<file path="config.mk">
export PLATFORM = sky130hd
export DESIGN_NAME = mdio_mgmt_master
export DESIGN_NICKNAME = d
export VERILOG_FILES = /design/src/rtl/mdio_pkg.sv /design/src/rtl/mdio_mdc_gen.sv /design/src/rtl/mdio_shifter.sv /design/src/rtl/mdio_host_regs.sv /design/src/rtl/mdio_mgmt_master.sv
export SDC_FILE = /design/constraint.sdc
export NUM_CORES = 1
export LEC_CHECK = 0
export ABC_CLOCK_PERIOD_IN_PS = 3300
export BUFFER_PORTS_ARGS = -buffer_cell sky130_fd_sc_hd__buf_2
export CAP_MARGIN = 20
export CORE_UTILIZATION = 30
export DETAILED_ROUTE_END_ITERATION = 16
export PLACE_DENSITY = 0.53
export SLEW_MARGIN = 30
export SYNTH_ARGS = -nofsm -noshare
export SYNTH_HDL_FRONTEND = slang
export SYNTH_HIERARCHICAL = 1
export SYNTH_SLANG_ARGS = --single-unit
</file>
<file path="constraint.sdc">
create_clock -name clk_i -period 3.3 [get_ports clk_i]
set_input_delay 0.66 -clock clk_i [delete_from_list [all_inputs] [get_ports clk_i]]
set_output_delay 0.66 -clock clk_i [all_outputs]
set_load 0.03 [all_outputs]
</file>
<file path="src/rtl/mdio_pkg.sv">
package mdio_pkg;
  localparam int FRAME_LEN = 64;
  localparam int TA_POS    = 46;
  localparam int DATA_POS  = 48;
  localparam int IDX_W     = 7;

  typedef enum logic [1:0] {
    OP_NONE = 2'd0,
    OP_WR   = 2'd1,
    OP_RD   = 2'd2,
    OP_RSV  = 2'd3
  } mdio_op_e;

  localparam logic [2:0] OFS_CTL = 3'h0;
  localparam logic [2:0] OFS_WD  = 3'h2;
  localparam logic [2:0] OFS_RD  = 3'h4;
endpackage

</file>
<file path="src/rtl/mdio_mdc_gen.sv">
module mdio_mdc_gen #(
  parameter int DIV_HALF = 40
) (
  input  logic clk_i,
  input  logic rst_ni,
  input  logic run_i,
  output logic mdc_o,
  output logic rise_o,
  output logic fall_o
);
  localparam int CW = (DIV_HALF > 1) ? $clog2(DIV_HALF) : 1;
  localparam logic [CW-1:0] LAST = CW'(DIV_HALF - 1);

  logic [CW-1:0] cnt_q;
  logic          mdc_q;
  logic          wrap;

  assign wrap   = run_i && (cnt_q == LAST);
  assign rise_o = wrap && !mdc_q;
  assign fall_o = wrap && mdc_q;
  assign mdc_o  = mdc_q;

  always_ff @(posedge clk_i or negedge rst_ni) begin
    if (!rst_ni) begin
      cnt_q <= '0;
      mdc_q <= 1'b0;
    end else if (!run_i) begin
      cnt_q <= '0;
      mdc_q <= 1'b0;
    end else if (wrap) begin
      cnt_q <= '0;
      mdc_q <= ~mdc_q;
    end else begin
      cnt_q <= cnt_q + 1'b1;
    end
  end
endmodule

</file>
<file path="src/rtl/mdio_shifter.sv">
module mdio_shifter
  import mdio_pkg::*;
(
  input  logic        clk_i,
  input  logic        rst_ni,
  input  logic        start_i,
  input  logic        is_rd_i,
  input  logic [4:0]  phy_i,
  input  logic [4:0]  reg_i,
  input  logic [15:0] wdat_i,
  input  logic        rise_i,
  input  logic        fall_i,
  input  logic        mdio_i,
  output logic        busy_o,
  output logic        mdio_o,
  output logic        mdio_oe_o,
  output logic [15:0] rx_o
);
  localparam logic [IDX_W-1:0] END_IDX  = IDX_W'(FRAME_LEN);
  localparam logic [IDX_W-1:0] TA_IDX   = IDX_W'(TA_POS);
  localparam logic [IDX_W-1:0] DATA_IDX = IDX_W'(DATA_POS);

  logic                 busy_q, rd_q;
  logic [IDX_W-1:0]     idx_q;
  logic [FRAME_LEN-1:0] tx_q;
  logic [15:0]          sh_q, rx_q;
  logic                 oe;
  logic                 in_data;

  assign oe        = busy_q && (idx_q < (rd_q ? TA_IDX : END_IDX));
  assign in_data   = (idx_q >= DATA_IDX) && (idx_q < END_IDX);
  assign busy_o    = busy_q;
  assign mdio_oe_o = oe;
  assign mdio_o    = oe ? tx_q[FRAME_LEN-1] : 1'b1;
  assign rx_o      = rx_q;

  always_ff @(posedge clk_i or negedge rst_ni) begin
    if (!rst_ni) begin
      busy_q <= 1'b0;
      rd_q   <= 1'b0;
      idx_q  <= '0;
      tx_q   <= '0;
      sh_q   <= '0;
      rx_q   <= '0;
    end else if (start_i && !busy_q) begin
      busy_q <= 1'b1;
      rd_q   <= is_rd_i;
      idx_q  <= '0;
      tx_q   <= {32'hFFFF_FFFF, 2'b01, (is_rd_i ? 2'b10 : 2'b01), phy_i, reg_i,
                 (is_rd_i ? 2'b11 : 2'b10), (is_rd_i ? 16'hFFFF : wdat_i)};
    end else if (busy_q) begin
      if (rise_i && rd_q && in_data) sh_q <= {sh_q[14:0], mdio_i};
      if (fall_i) begin
        if (idx_q == END_IDX) begin
          busy_q <= 1'b0;
          if (rd_q) rx_q <= sh_q;
        end else begin
          idx_q <= idx_q + 1'b1;
          tx_q  <= {tx_q[FRAME_LEN-2:0], 1'b1};
        end
      end
    end
  end
endmodule

</file>
<file path="src/rtl/mdio_host_regs.sv">
module mdio_host_regs
  import mdio_pkg::*;
(
  input  logic        clk_i,
  input  logic        rst_ni,
  input  logic        req_i,
  input  logic        we_i,
  input  logic [2:0]  addr_i,
  input  logic [15:0] wdata_i,
  input  logic        busy_i,
  input  logic [15:0] rx_i,
  output logic        start_o,
  output logic        is_rd_o,
  output logic [4:0]  phy_o,
  output logic [4:0]  reg_o,
  output logic [15:0] wdat_o,
  output logic [11:0] ctl_o,
  output logic [15:0] rdata_o
);
  logic [11:0] ctl_q;
  logic [15:0] wdat_q;
  logic        ctl_wr, op_ok;
  mdio_op_e    op;

  assign op      = mdio_op_e'(wdata_i[11:10]);
  assign ctl_wr  = req_i && we_i && (addr_i == OFS_CTL);
  assign op_ok   = (op == OP_RD) || (op == OP_WR);
  assign start_o = ctl_wr && op_ok && !busy_i;
  assign is_rd_o = (op == OP_RD);
  assign phy_o   = wdata_i[9:5];
  assign reg_o   = wdata_i[4:0];
  assign wdat_o  = wdat_q;
  assign ctl_o   = ctl_q;

  always_ff @(posedge clk_i or negedge rst_ni) begin
    if (!rst_ni) begin
      ctl_q  <= '0;
      wdat_q <= '0;
    end else begin
      if (start_o) ctl_q <= wdata_i[11:0];
      if (req_i && we_i && (addr_i == OFS_WD)) wdat_q <= wdata_i;
    end
  end

  always_comb begin
    case (addr_i)
      OFS_CTL: rdata_o = {3'b000, ~busy_i, ctl_q};
      OFS_WD:  rdata_o = wdat_q;
      OFS_RD:  rdata_o = rx_i;
      default: rdata_o = '0;
    endcase
  end
endmodule

</file>
<file path="src/rtl/mdio_mgmt_master.sv">
module mdio_mgmt_master #(
  parameter int DIV_HALF = 40
) (
  input  logic        clk_i,
  input  logic        rst_ni,
  input  logic        req_i,
  input  logic        we_i,
  input  logic [2:0]  addr_i,
  input  logic [15:0] wdata_i,
  output logic [15:0] rdata_o,
  output logic        mdc_o,
  output logic        mdio_o,
  output logic        mdio_oe_o,
  input  logic        mdio_i
);
  logic        busy, start, is_rd, rise, fall;
  logic [4:0]  phy, rg;
  logic [15:0] wdat, rx_word;
  logic [11:0] ctl_word;

  mdio_host_regs u_regs (
    .clk_i, .rst_ni, .req_i, .we_i, .addr_i, .wdata_i,
    .busy_i  (busy),
    .rx_i    (rx_word),
    .start_o (start),
    .is_rd_o (is_rd),
    .phy_o   (phy),
    .reg_o   (rg),
    .wdat_o  (wdat),
    .ctl_o   (ctl_word),
    .rdata_o
  );

  mdio_mdc_gen #(.DIV_HALF(DIV_HALF)) u_mdc (
    .clk_i, .rst_ni,
    .run_i  (busy),
    .mdc_o,
    .rise_o (rise),
    .fall_o (fall)
  );

  mdio_shifter u_shift (
    .clk_i, .rst_ni,
    .start_i (start),
    .is_rd_i (is_rd),
    .phy_i   (phy),
    .reg_i   (rg),
    .wdat_i  (wdat),
    .rise_i  (rise),
    .fall_i  (fall),
    .mdio_i,
    .busy_o  (busy),
    .mdio_o,
    .mdio_oe_o,
    .rx_o    (rx_word)
  );
endmodule

</file>
==> results_dict.tcl, run 1 <==
set metrics [dict create \
    ys_seq_area_share_pct 51.0 \
    slew_violations 0 \
    power_density_nw_per_um2 642 \
    overflow 0 \
    timing.hold.ws_ns 0.233 \
    crit_chain "inv_1 > ha_1 > a211oi_1 > o21ai_0 > a311o_1 > buf_2" \
    post-route-drc-count 0 \
    cts_resized 0 \
    synth_top_area_share_pct 51.0 \
    die_area_um2 23500 \
    period_share_pct 92.0 \
    area.sequential_um2 3500 \
    worstPathArrival_ns 2.38 \
    syn_nets 636 \
    ys_types 50 \
    synth_edf_count 0 \
    yosys-top-cells-count "140 x dfrtp_1, 45 x mux2i_1, 44 x nand2_1, 41 x nor2_1, 36 x o211ai_1" \
    fin_setup_tns_ns 0 \
    max_freq_ghz 0.329 \
    slew-limit-headroom_pct 47.1 \
    vias_per_cell 5.22 \
    synth.most_common_cell "dfrtp_1" \
    io_pins 43 \
    ys_seq_elements 140 \
    r2r_end "u_shift/rx_o[12]$_DFFE_PN0P_" \
    rsz0062_at_grt "no" \
    synthesis.area_um2 6870 \
    reg2reg_from "u_mdc/cnt_q[0]$_DFF_PN0_" \
    cpLargestDelayFamily "compound AO/OA/AOI/OAI gates" \
    synth_area_leaders "dfrtp_1 51%, mux2i_1 6.6%, mux2_2 5.1%, mux2_4 4.2%, o211ai_1 3.9%" \
    synthToLayoutAreaGrowth_pct 15.1 \
    n_antenna_cell 0 \
    async_flop_share_pct 100 \
    fin_area_um2 7910 \
    fp.dieH_um 153 \
    worst_pin_slew_ns 0.794 \
    cts_buffers 17 \
    fin_skew_ns 0.00859 \
    crit_fanout 6 \
    grt_max_degree 69 \
    hp-class "in2async" \
    num_rows 55 \
    peakVddDrop_v 0.000383 \
    crit_type "reg2out" \
    place_inst 892 \
    layout-drive-gt1-share_pct 25.4 \
    avgSynthCellArea_um2 11.4 \
    drt_pre_antenna_iters 4 \
    drt-total-wl_um 15400 \
    num_vias 4821 \
    drt.antenna.violating_nets 0 \
    nets 657 \
    fin_crit_ns 3.04 \
    cts.htree.levels 4 \
    clk_pin_slew_ns 0.06 \
    drv_cap 0 \
    path_depth 6 \
    cp-startpoint "u_shift/rd_q$_DFFE_PN0P_" \
    cts_tree "done" \
    instances_no_fill 924 \
    dpl_cell_area_um2 7340 \
    setup_ws_ns 0.264 \
    track_usage_pct 13.8 \
    status "complete, no violations" \
    first_global_vias 4951 \
    cts_root_buffer "clkbuf_16" \
    clock_path_buffers 2 \
    initial_core_util_pct 30.4 \
    critPathMaxStageDelay_ns 0.52 \
    gp_congestion 0.783 \
    synth_top_area_cell "dfrtp_1" \
    num-fill-cells 2230 \
    cp-start-kind "flip-flop" \
    drt-initial-drc-count 322 \
    clk_latency_ns 0.42 \
    hold_buffers 0 \
    port_buffers 42 \
    rrSetupSlack_ns 0.71 \
    pre_cts_slack_ns 0.695 \
    wire_per_inst_um 16.7 \
    critical_path.endpoint "mdio_o" \
    cts_setup_buffers 0 \
    reg2regPathDepth 7 \
    required_ns 2.64 \
    grt_pass1_wl_um 26000 \
    core_area_um2 22600 \
    leakagePower_nw 3.43 \
    hold_viol_final 0 \
    multiInputGateArea_um2 3060 \
    critPathCaptureType "primary output" \
    syn_inst 605 \
    cts_sinks 140 \
    place_hpwl_um 10000 \
    setup_violations 0 \
    crit_slowest_cell "dfrtp_1" \
    ys_warn_count 6 \
    path_buf_inv 2 \
    die_w_um 153 \
    antenna_found_initial 0 \
    synth_ff_type "dfrtp_1" \
]
[worst min path at each step]
stage                           startpoint                          end  slack (ns)  cells after the start
2_1_floorplan                       rst_ni     u_mdc/cnt_q[0]$_DFF_PN0_        0.36                      0
3_3_place_gp      u_mdc/cnt_q[0]$_DFF_PN0_     u_mdc/cnt_q[0]$_DFF_PN0_        0.47                      1
3_5_place_dp   u_shift/rx_o[7]$_DFFE_PN0P_  u_shift/rx_o[7]$_DFFE_PN0P_        0.49                      1
4_1_cts                             rst_ni  u_shift/sh_q[8]$_DFFE_PN0P_        0.26                      1
5_1_grt                             rst_ni  u_shift/sh_q[8]$_DFFE_PN0P_        0.28                      1
6_report                            rst_ni  u_shift/sh_q[8]$_DFFE_PN0P_        0.23                      1
[layer usage]
layer	routed length, um	vias to the layer above	global-route usage (%)
met5	0	-	0
met4	180	0	4.71
met3	560	14	2.98
met2	7490	110	22.2
met1	7210	2454	18.5
li1	-	2243	-
[sequential cells by signal (all words and copies together), names as in the netlist]
name	count
u_mdc/cnt_q	6
u_mdc/mdc_o	1
u_regs/ctl_o	12
u_regs/wdat_o	16
u_shift/busy_o	1
u_shift/idx_q	7
u_shift/rd_q	1
u_shift/rx_o	16
u_shift/sh_q	16
u_shift/tx_q	64
[per-stage QoR]
step           util [%]  total power, mW
4_1_cts            35.0             5.14
3_3_place_gp       32.5             3.24
6_report           35.0             5.08
3_5_place_dp       32.5             3.29
5_1_grt            35.0             5.36
2_1_floorplan         -             2.97
[logic make-up (layout without fill, tap and decap cells)]
family | Yosys count | in the layout | share of synthesized area [%]
compound gates | 118 | 118 | 11.6
buf+inv | 65 | 99 | 4.75
flops | 140 | 140 | 51.0
xor+xnor | 3 | 3 | 0.382
mux | 105 | 105 | 17.4
fa+ha+maj | 7 | 7 | 1.27
simple gates | 167 | 167 | 13.6
[cell type report]
cell class	count	share of cell area [%]
clock buffer	18	5.43
tap	285	4.51
sequential	140	44.3
clock inverter	14	1.74
multi-input combinational	400	38.7
timing repair buffer	61	5.02
inverter	6	0.285
[layout by cell type, fill, tap and decap left out, types with 10 or more instances in the layout]
master / Yosys / final
dfrtp_1: 140 / 140
mux2_4: 19 / 19
mux2_1: 10 / 10
buf_2: 12 / 41
o211ai_1: 36 / 36
nor3_1: 17 / 17
a21oi_1: 23 / 22
a22oi_1: 19 / 19
mux2i_1: 45 / 45
nand2_1: 44 / 44
buf_4: 12 / 16
a31oi_1: 18 / 18
nor4b_1: 16 / 16
clkbuf_16: 0 / 17
nor2_1: 41 / 41
mux2_2: 31 / 31
[where the power goes]
| part | total (mW) | internal, mW | switching [mW] |
|---|---|---|---|
| clock network | 1.82 | 1.05 | 0.766 |
| registers | 2.33 | 2.06 | 0.273 |
| logic | 0.926 | 0.428 | 0.498 |
| total | 5.08 | 3.54 | 1.54 |
Note: power is estimated with default switching activity, not from simulation.
==> inputs of run 2 (changes only) <==
- CTS_BUF_LIST: default -> sky130_fd_sc_hd__clkbuf_8
==> results_dict.tcl, run 2 (synthesis gave the netlist of run 1 again) <==
set metrics [dict create \
    cts_tree "done" \
    nets 657 \
    critPathCaptureType "primary output" \
    rrSetupSlack_ns 0.70 \
    leakagePower_nw 3.35 \
    first_global_vias 4938 \
    fin_crit_ns 3.06 \
    n_antenna_cell 0 \
    layout-drive-gt1-share_pct 25.4 \
    worst_pin_slew_ns 0.797 \
    hold_buffers 0 \
    fin_skew_ns 0.00948 \
    slew-limit-headroom_pct 46.8 \
    track_usage_pct 13.8 \
    crit_type "reg2out" \
    post-route-drc-count 0 \
    crit_slowest_cell "dfrtp_1" \
    rsz0062_at_grt "no" \
    critPathMaxStageDelay_ns 0.52 \
    slew_violations 0 \
    multiInputGateArea_um2 3060 \
    cts_root_buffer "clkbuf_8" \
    crit_chain "inv_1 > ha_1 > a211oi_1 > o21ai_0 > a311o_1 > buf_2" \
    max_freq_ghz 0.327 \
    clk_pin_slew_ns 0.08 \
    die_w_um 153 \
    cts.htree.levels 4 \
    worstPathArrival_ns 2.40 \
    antenna_found_initial 0 \
    drt.antenna.violating_nets 0 \
    hp-class "in2async" \
    power_density_nw_per_um2 592 \
    largest_reg_flops 64 \
    reg2regPathDepth 7 \
    drt_pre_antenna_iters 4 \
    grt_pass1_wl_um 25900 \
    place_inst 892 \
    wire_per_inst_um 16.7 \
    synthToLayoutAreaGrowth_pct 12.3 \
    cts_buffers 17 \
    die_area_um2 23500 \
    io_pins 43 \
    required_ns 2.64 \
    mostFrequentLayoutCell "dfrtp_1" \
    crit_fanout 6 \
    clk_latency_ns 0.44 \
    vias_per_cell 5.16 \
    drt-total-wl_um 15400 \
    hold_viol_final 0 \
    place_hpwl_um 10000 \
    grt_max_degree 69 \
    num-fill-cells 2253 \
    drv_cap 0 \
    finalPower_mw 4.57 \
    peakVddDrop_v 0.000271 \
    overflow 0 \
    num_rows 55 \
    area.sequential_um2 3500 \
    period_share_pct 92.8 \
    clock_path_buffers 2 \
    dpl_cell_area_um2 7340 \
    final_cell_mix "140 x dfrtp_1, 45 x mux2i_1, 44 x nand2_1" \
    gp_congestion 0.783 \
    num_vias 4764 \
    instances_no_fill 924 \
    fin_area_um2 7710 \
    setup_violations 0 \
    initial_core_util_pct 30.4 \
    cts_setup_buffers 0 \
    fin_setup_tns_ns 0 \
    status "complete, no violations" \
    drt-initial-drc-count 285 \
    regMostFlops "u_shift/tx_q" \
    fp.dieH_um 153 \
    r2r_end "u_shift/rx_o[13]$_DFFE_PN0P_" \
    core_area_um2 22600 \
    fin_util_pct 34.2 \
    cts_resized 0 \
    reg2reg_from "u_mdc/cnt_q[0]$_DFF_PN0_" \
    cts_sinks 140 \
    cp-start-kind "flip-flop" \
    port_buffers 42 \
]
## run 2: changes by cell type in the layout (fill, tap and decap cells not counted)
cell / previous run / this run
clkbuf_1: 1 / 0
inv_1: 6 / 7
clkbuf_8: 0 / 17
clkbuf_16: 17 / 0
## run 2: per-stage QoR
step           worst slack [ns]  hold WS (ns)
6_report                  0.238         0.205
5_1_grt                  0.0354         0.227
4_1_cts                   0.197         0.215
3_5_place_dp              0.695         0.487
3_3_place_gp              0.761         0.468
2_1_floorplan             0.749         0.364
## run 2: layout make-up
cell class | instances | share of cell area (%)
Sequential cell | 140 | 45.4
Clock inverter | 15 | 1.83
Multi-Input combinational cell | 400 | 39.7
Inverter | 6 | 0.292
Timing Repair Buffer | 61 | 5.14
Clock buffer | 17 | 3.03
Tap cell | 285 | 4.62
## run 2: worst max-delay path: cells and delay by family, from the launching register on
| family | cells | cell delay [ns] |
|---|---|---|
| buf+inv | 2 | 0.33 |
| fa+ha+maj | 1 | 0.33 |
| flops | 1 | 0.52 |
| compound gates | 3 | 0.79 |
## run 2: per-layer routing
layer / track usage, % / share of wire (%)
met1: 18.4 / 47
met2: 21.9 / 48
met3: 3.06 / 4.1
met4: 4.62 / 1.1
met5: 0 / 0
## run 2: where the power goes
part           internal [mW]  switching [mW]
clock network          0.609           0.710
logic                  0.428           0.496
registers               2.05           0.271
total                   3.09            1.48
## run 2: how the worst max path moves through the flow
stage,startpoint,to,cells after the start
after floorplan,wdata_i[10],u_shift/tx_q[61]$_DFFE_PN0P_,11
after global placement,addr_i[2],rdata_o[8],5
after detailed placement,u_shift/rd_q$_DFFE_PN0P_,mdio_o,6
after CTS,u_shift/rd_q$_DFFE_PN0P_,mdio_o,6
after global routing,u_shift/rd_q$_DFFE_PN0P_,mdio_o,6
final,u_shift/rd_q$_DFFE_PN0P_,mdio_o,6
==> inputs of run 3 (changes only) <==
- ABC_CLOCK_PERIOD_IN_PS: 3300 -> 3500
- CORE_MARGIN: default -> 2
- RECOVER_POWER: default -> 50
- clock period: 3.3 -> 3.5 ns (I/O delays scaled with it)
==> results_dict.tcl, run 3 (synthesis gave the netlist of run 1 again) <==
set metrics [dict create \
    n_antenna_cell 0 \
    cts.htree.levels 4 \
    clk_latency_ns 0.44 \
    hold_buffers 0 \
    hp-class "in2reg" \
    worstPathArrival_ns 2.29 \
    nets 656 \
    status "finished, violations left" \
    antenna_found_initial 0 \
    crit_fanout 6 \
    drt_pre_antenna_iters 4 \
    required_ns 2.80 \
    drv_cap 1 \
    fin_skew_ns 0.00975 \
    grt_pass1_wl_um 26000 \
    slew_violations 75 \
    largest_reg_flops 64 \
    worst_pin_slew_ns 1.92 \
    post-route-drc-count 0 \
    finalPower_mw 4.43 \
    core_area_um2 22600 \
    drt-initial-drc-count 332 \
    cts_setup_buffers 0 \
    drt.antenna.violating_nets 0 \
    synthToLayoutAreaGrowth_pct 12.0 \
    rsz0062_at_grt "no" \
    violations "max-capacitance violations, max-slew violations" \
    die_area_um2 24100 \
    place_hpwl_um 10100 \
    grt_max_degree 75 \
    holdPathEnd "u_regs/wdat_o[13]$_DFFE_PN0P_" \
    cts_sinks 140 \
    crit_slowest_cell "dfrtp_1" \
    rrSetupSlack_ns 1.03 \
    drt-total-wl_um 15500 \
    gp_congestion 0.763 \
    num_rows 55 \
    first_global_vias 4809 \
    layout-drive-gt1-share_pct 24.6 \
    critPathMaxStageDelay_ns 0.48 \
    clk_pin_slew_ns 0.08 \
    overflow 0 \
    cts_tree "done" \
    hold_start "wdata_i[13]" \
    reg2reg_from "u_mdc/cnt_q[0]$_DFF_PN0_" \
    wire_per_inst_um 16.8 \
    critPathCaptureType "primary output" \
    slew-limit-headroom_pct -28.1 \
    period_share_pct 85.4 \
    cp-start-kind "flip-flop" \
    track_usage_pct 13.5 \
    fp.dieH_um 155 \
    io_pins 43 \
    power_density_nw_per_um2 576 \
    cts_root_buffer "clkbuf_8" \
    crit_chain "inv_1 > ha_1 > a211oi_1 > o21ai_0 > a311o_1 > buf_2" \
    setup_violations 0 \
    r2r_end "u_shift/rx_o[5]$_DFFE_PN0P_" \
    crit_type "reg2out" \
    die_w_um 155 \
    final_cell_mix "140 x dfrtp_1, 45 x mux2i_1, 44 x nand2_1" \
    mostFrequentLayoutCell "dfrtp_1" \
    peakVddDrop_v 0.000224 \
    vias_per_cell 5.15 \
    min_path_cells 2 \
    cts_resized 0 \
    fin_crit_ns 2.99 \
    regMostFlops "u_shift/tx_q" \
    leakagePower_nw 3.34 \
    initial_core_util_pct 30.4 \
    clock_path_buffers 2 \
    max_freq_ghz 0.335 \
    hold_viol_final 0 \
    num_vias 4750 \
    reg2regPathDepth 7 \
    fin_setup_tns_ns 0 \
    port_buffers 42 \
    cts_buffers 17 \
]
## run 3: power by group
group | leakage [nW] | total [mW] | switching [mW] | internal, mW
Combinational | 1.40 | 0.849 | 0.459 | 0.391
Clock | 0.208 | 1.38 | 0.636 | 0.747
Sequential | 1.72 | 2.20 | 0.264 | 1.94
Total | 3.34 | 4.43 | 1.36 | 3.07
## run 3: worst max path at each step
stage / startpoint / end / slack [ns] / depth (start not counted)
after floorplan: wdata_i[10] / u_shift/tx_q[61]$_DFFE_PN0P_ / 0.91 / 11
after global placement: addr_i[2] / u_shift/idx_q[6]$_DFFE_PN0P_ / 0.66 / 9
after detailed placement: addr_i[2] / u_shift/idx_q[6]$_DFFE_PN0P_ / 0.66 / 9
after CTS: u_shift/rd_q$_DFFE_PN0P_ / mdio_o / 0.45 / 6
after global routing: rst_ni / u_regs/wdat_o[1]$_DFFE_PN0P_ / 0.26 / 2
final: u_shift/rd_q$_DFFE_PN0P_ / mdio_o / 0.51 / 6
## run 3: worst max-delay path: cells and delay by family (launching register included)
| kind | cells | cell delay, ns |
|---|---|---|
| AOI/OAI and AO/OA | 3 | 0.74 |
| DFF | 1 | 0.48 |
| adders and majority gates | 1 | 0.33 |
| buffers and inverters | 2 | 0.31 |
## run 3: per-stage QoR
step | worst slack, ns | utilization, % | cells | instance area, um2 | hold WS [ns]
after global placement | 0.663 | 32.4 | 891 | 7310 | 0.470
final | 0.511 | 34.1 | 923 | 7690 | 0.483
after CTS | 0.453 | 34.3 | 923 | 7730 | 0.269
after global routing | 0.264 | 34.1 | 923 | 7690 | 0.445
after detailed placement | 0.656 | 32.4 | 891 | 7310 | 0.485
after floorplan | 0.909 | - | 605 | 6870 | 0.404
## run 3: area by class of cell
cell class / count / area [um2]
clock buffers: 19 / 262
clock inverters: 13 / 166
fillers: 2259 / 14900
inverters: 6 / 22.5
multi-input cells: 400 / 3040
flip-flops and latches: 140 / 3500
well taps: 285 / 357
repair buffers: 60 / 347
## run 3: routing by layer
metal  share of wire [%]  global-route usage [%]  wire length (um)  up-vias
li1                    -                       -                 -     2231
met1                  47                    17.8              7310     2430
met2                  49                    21.8              7550       77
met3                 3.0                    3.18               462       12
met4                 1.1                    4.67               168        0
met5                   0                       0                 0        -
